[config.mk]
export PLATFORM = sky130hd
export DESIGN_NAME = dbg_csw_ctrl
export DESIGN_NICKNAME = d
export VERILOG_FILES = /design/src/rtl/dbg_csw_pkg.sv /design/src/rtl/csw_field_regs.sv /design/src/rtl/csw_xfer_gate.sv /design/src/rtl/csw_drive.sv /design/src/rtl/dbg_csw_ctrl.sv
export SDC_FILE = /design/constraint.sdc
export NUM_CORES = 1
export LEC_CHECK = 0
export BUFFER_PORTS_ARGS = -buffer_cell sky130_fd_sc_hd__buf_2
export CAP_MARGIN = 20
export CORE_MARGIN = 3
export CORE_UTILIZATION = 25
export DETAILED_ROUTE_END_ITERATION = 10
export PLACE_DENSITY = 0.72
export REMOVE_ABC_BUFFERS = 1
export SYNTH_ARGS = -nofsm -noshare
export SYNTH_HDL_FRONTEND = slang
export SYNTH_SLANG_ARGS = --single-unit
[constraint.sdc]
create_clock -name clk -period 0.8 [get_ports clk]
set_clock_uncertainty 0.1 [all_clocks]
set_input_delay 0.16 -clock clk [delete_from_list [all_inputs] [get_ports clk]]
set_output_delay 0.16 -clock clk [all_outputs]
set_load 0.05 [all_outputs]
[src/rtl/dbg_csw_pkg.sv]
package dbg_csw_pkg;

    localparam int unsigned CSW_W     = 32;
    localparam int unsigned MODE_W    = 4;
    localparam int unsigned MTYPE_BIT = 29;
    localparam int unsigned HPROT_BIT = 25;
    localparam int unsigned ONE_BIT   = 24;
    localparam int unsigned MODE_LSB  = 8;
    localparam int unsigned MODE_MSB  = MODE_LSB + MODE_W - 1;
    localparam int unsigned BUSY_BIT  = 7;
    localparam int unsigned EN_BIT    = 6;

    localparam logic [MODE_W-1:0] MODE_NORMAL = '0;

    typedef struct packed {
        logic              mtype;
        logic              hprot1;
        logic [MODE_W-1:0] mode;
    } csw_state_t;

    localparam csw_state_t CSW_RESET = '{mtype: 1'b1, hprot1: 1'b1, mode: MODE_NORMAL};

    typedef struct packed {
        logic busy;
        logic enable;
    } csw_live_t;

    function automatic logic mode_is_legal(input logic [MODE_W-1:0] m);
        return m == MODE_NORMAL;
    endfunction

    function automatic logic [CSW_W-1:0] csw_pack(input csw_state_t s, input csw_live_t l);
        logic [CSW_W-1:0] w;
        w                     = '0;
        w[MTYPE_BIT]          = s.mtype;
        w[HPROT_BIT]          = s.hprot1;
        w[ONE_BIT]            = 1'b1;
        w[MODE_MSB:MODE_LSB]  = s.mode;
        w[BUSY_BIT]           = l.busy;
        w[EN_BIT]             = l.enable;
        return w;
    endfunction

endpackage

[src/rtl/csw_field_regs.sv]
module csw_field_regs
    import dbg_csw_pkg::*;
(
    input  logic             clk,
    input  logic             rst,
    input  logic             wr_en,
    input  logic [CSW_W-1:0] wr_data,
    input  logic             busy,
    output csw_state_t       state_o
);

    csw_state_t state_q;
    logic [MODE_W-1:0] mode_wr;
    logic wr_unused;

    assign mode_wr   = wr_data[MODE_MSB:MODE_LSB];
    assign wr_unused = ^{wr_data[CSW_W-1:MTYPE_BIT+1], wr_data[MTYPE_BIT-1:HPROT_BIT+1],
                         wr_data[HPROT_BIT-1:MODE_MSB+1], wr_data[MODE_LSB-1:0]};

    always_ff @(posedge clk) begin
        if (rst) begin
            state_q <= CSW_RESET;
        end else if (wr_en) begin
            if (!busy) begin
                state_q.mtype <= wr_data[MTYPE_BIT];
            end
            state_q.hprot1 <= wr_data[HPROT_BIT];
            if (mode_is_legal(mode_wr)) begin
                state_q.mode <= mode_wr;
            end
        end
    end

    assign state_o = state_q;

endmodule

[src/rtl/csw_xfer_gate.sv]
module csw_xfer_gate (
    input  logic clk,
    input  logic rst,
    input  logic req,
    input  logic enable,
    output logic permit,
    output logic bus_req
);

    logic bus_req_q;

    assign permit = enable;

    always_ff @(posedge clk) begin
        if (rst) begin
            bus_req_q <= 1'b0;
        end else begin
            bus_req_q <= req && enable;
        end
    end

    assign bus_req = bus_req_q;

endmodule

[src/rtl/csw_drive.sv]
module csw_drive
    import dbg_csw_pkg::*;
(
    input  csw_state_t       state,
    input  csw_live_t        live,
    input  logic             fix_mtype,
    output logic [CSW_W-1:0] rd_word,
    output logic             mtype_out,
    output logic             hprot1_out
);

    always_comb begin
        rd_word    = csw_pack(state, live);
        mtype_out  = fix_mtype ? 1'b1 : state.mtype;
        hprot1_out = state.hprot1;
    end

endmodule

[src/rtl/dbg_csw_ctrl.sv]
module dbg_csw_ctrl
    import dbg_csw_pkg::*;
(
    input  logic             clk,
    input  logic             rst,
    input  logic             reg_wr_en,
    input  logic [CSW_W-1:0] reg_wr_data,
    output logic [CSW_W-1:0] reg_rd_data,
    input  logic             xfer_busy_i,
    input  logic             dbg_enable_i,
    input  logic             fix_mtype_i,
    input  logic             xfer_req_i,
    output logic             bus_req_o,
    output logic             master_type_o,
    output logic             hprot1_o,
    output logic             xfer_permit_o
);

    csw_state_t state;
    csw_live_t  live;

    assign live.busy   = xfer_busy_i;
    assign live.enable = dbg_enable_i;

    csw_field_regs u_regs (
        .clk     (clk),
        .rst     (rst),
        .wr_en   (reg_wr_en),
        .wr_data (reg_wr_data),
        .busy    (xfer_busy_i),
        .state_o (state)
    );

    csw_drive u_drive (
        .state      (state),
        .live       (live),
        .fix_mtype  (fix_mtype_i),
        .rd_word    (reg_rd_data),
        .mtype_out  (master_type_o),
        .hprot1_out (hprot1_o)
    );

    csw_xfer_gate u_gate (
        .clk     (clk),
        .rst     (rst),
        .req     (xfer_req_i),
        .enable  (dbg_enable_i),
        .permit  (xfer_permit_o),
        .bus_req (bus_req_o)
    );

endmodule

==> flow_metrics.env <==
export IMPL_status="finished, violations left"
export IMPL_violations="negative setup slack"
export IMPL_period_share=1.497
export IMPL_combPwrFrac=0.395
export IMPL_worstSetupPathType="reg -> out"
export IMPL_clkTransAtPathRegs_ns=0.05
export IMPL_place_congestion=0.5948
export IMPL_synth_area_per_cell_sq_um=8.851
export IMPL_synth_common_cells="buf_4 (28), dfxtp_1 (7), nand2b_1 (5)"
export IMPL_critPathLaunchType="flop"
export IMPL_ios=75
export IMPL_clockBufferDepth=2
export IMPL_dr_pass1_iters=3
export IMPL_critPathMaxFanout=2
export IMPL_grt_util_met2=0.1167
export IMPL_synth_seq_cells=7
export IMPL_dp_hpwl_um=727.9
export IMPL_switchingPower_uw=502.9
export IMPL_setup_viol=10
export IMPL_min_path_type="in -> reg"
export IMPL_htreeDepth=1
export IMPL_drc=0
export IMPL_grt_use_met1=0.06630
export IMPL_p_clk_frac=0.284
export IMPL_fin_crit_ns=1.197
export IMPL_die_h_um=49.73
export IMPL_peakVddDrop_uv=899.6
export IMPL_ys_warn_count=0
export IMPL_synth_distinct_cells=13
export IMPL_p_seq_frac=0.321
export IMPL_cp_end_kind="output pin"
export IMPL_dr_first_iter_drc_count=2
export IMPL_grt_first_pass_wirelength_um=1235
export IMPL_initial_utilization=0.2709
export IMPL_finalWirelength_um=893
export IMPL_numCtsBuffers=3
export IMPL_grtUsageTotal=0.07183
export IMPL_sw_frac_of_total=0.4426
export IMPL_synth_seq_area_share=0.2932
export IMPL_async_flop_share=0
export IMPL_via_per_inst=3.430
export IMPL_required_ns=0.54
export IMPL_synth_most_common_cell="buf_4"
export IMPL_dieWidth_um=49.73
export IMPL_antenna_found_initial=0
export IMPL_hold_violations=0
export IMPL_hold_buffers=0
export IMPL_p_per_area_nw_per_um2=1625
export IMPL_grt_max_degree=8
export IMPL_synth_area_sq_um=478.0
export IMPL_tns_ns=-2.169
export IMPL_synth_top_cell_area_share=0.4398
export IMPL_finalMaxSlewViolations=0
export IMPL_grt_pass1_vias=317
export IMPL_reg2reg_depth=2
export IMPL_fin_ws_ns=-0.3974
export IMPL_cp_arrival_ns=0.94
export IMPL_drive_above_1_share=0.5610
export IMPL_stdcell_area_sq_um=699.4
export IMPL_ant_nets=0
export IMPL_dieArea_sq_um=2473
export IMPL_p_leak_uw=0.0003680
export IMPL_maxCapViolations=0
export IMPL_wl_per_cell_um=8.346
export IMPL_grt_overflow=0
export IMPL_synth_top_flop_cell="dfxtp_1"
export IMPL_cts_tree="built"
export IMPL_grt_busiest_layer="met2"
export IMPL_globalRouteMet3Util=0.03021
export IMPL_clkLatencyLatePin_ns=0.25
export IMPL_p_int_uw=633.4
export IMPL_io_buffers=24
export IMPL_syn_to_final_growth_pct=46.34
export IMPL_dpl_instance_area_sq_um=546.8
export IMPL_vias=367
export IMPL_hold_depth=3
export IMPL_fmax_mhz=835.1
export IMPL_synth_edf_count=0
export IMPL_cts_num_sinks=7
export IMPL_nets=122
export IMPL_yosys_area_top_type="buf_4"
export IMPL_cts_root_buf="clkbuf_4"
export IMPL_insertedDiodeCount=0
export IMPL_rows=15
export IMPL_r2r_slack_ns=-0.10
export IMPL_syn_inst=54
export IMPL_core_area_sq_um=1764
export IMPL_power_total_uw=1136
export IMPL_ys_top_cells_by_area="buf_4 (44%), dfxtp_1 (29%), nand2b_1 (6.5%), nor4_4 (4.5%), a21oi_1 (4.2%)"
export IMPL_rsz0062_at_grt="true"
export IMPL_fin_util=0.3965
worst max-delay path, cell delays in order (launching register included):
cell and delay [ns]:
dfxtp_2 0.32, or2_4 0.23, buf_8 0.15
registers in the layout, indices dropped and copies added (netlist names):
register / cells
u_regs.state_o: 6
u_gate.bus_req: 1
power by group through the flow:
| stage | registers, uW | logic (uW) | clock network, uW |
|---|---|---|---|
| after CTS | 365 | 443 | 349 |
| after global placement | 368 | 415 | 0 |
| final | 365 | 449 | 322 |
| after global routing | 365 | 466 | 369 |
| after floorplan | 409 | 272 | 0 |
| after detailed placement | 369 | 416 | 0 |
routing by layer:
| layer | wire (um) | vias to the layer above | share of wire |
|---|---|---|---|
| li1 | - | 175 | - |
| met1 | 303 | 161 | 0.34 |
| met2 | 460 | 31 | 0.52 |
| met3 | 129 | 0 | 0.14 |
| met4 | 0 | 0 | 0 |
| met5 | 0 | - | 0 |
layout by cell type (no fill, tap or decap), types with 3 or more instances in the layout:
| cell | instances |
|---|---|
| buf_8 | 8 |
| conb_1 | 24 |
| clkbuf_4 | 3 |
| buf_4 | 5 |
| buf_2 | 15 |
| nand2b_1 | 3 |
| dfxtp_2 | 6 |
cells by family (layout without fill, tap and decap cells):
kind of cell	count (synthesis)	count (layout)	synth area share
AO/OA/AOI/OAI	5	5	0.06021
buffers and inverters	29	35	0.4476
flip-flops	7	7	0.2932
multiplexers	1	1	0.02094
other	2	24	0.01571
AND/OR/NAND/NOR	10	10	0.1623
through the flow:
step | instances | hold slack [ns] | setup WS, ns
finish | 107 | 0.02971 | -0.3974
detailed placement | 103 | 0.2834 | -0.2394
global route | 107 | 0.04271 | -0.4377
global placement | 103 | 0.2780 | -0.2277
CTS | 107 | 0.01771 | -0.4147
floorplan | 48 | 0.1477 | -0.5249
area by class of cell:
type,count,area (sq um)
fillers,195,1065
repair buffers,30,255.2
multi-input cells,40,231.5
flip-flops and latches,7,151.4
well taps,25,31.28
clock buffers,4,26.28
inverters,1,3.754
worst paths after layout:
check                                                     from                        endpoint
worst max-delay path            u_regs.state_o[5]$_SDFFE_PP1P_                   master_type_o
worst min-delay path                           reg_wr_data[25]  u_regs.state_o[4]$_SDFFE_PP1P_
worst max register to register  u_regs.state_o[5]$_SDFFE_PP1P_  u_regs.state_o[5]$_SDFFE_PP1P_
worst min register to register  u_regs.state_o[4]$_SDFFE_PP1P_  u_regs.state_o[4]$_SDFFE_PP1P_
timing repair:
item / CTS / global route
buffers inserted: 0 / 2
pin swaps: 1 / 0
hold endpoints to repair: 0 / 0
gates cloned: 0 / 0
setup endpoints to repair: 10 / 13
resized for setup: 34 / 6
Power figures use the tool's default switching activity.
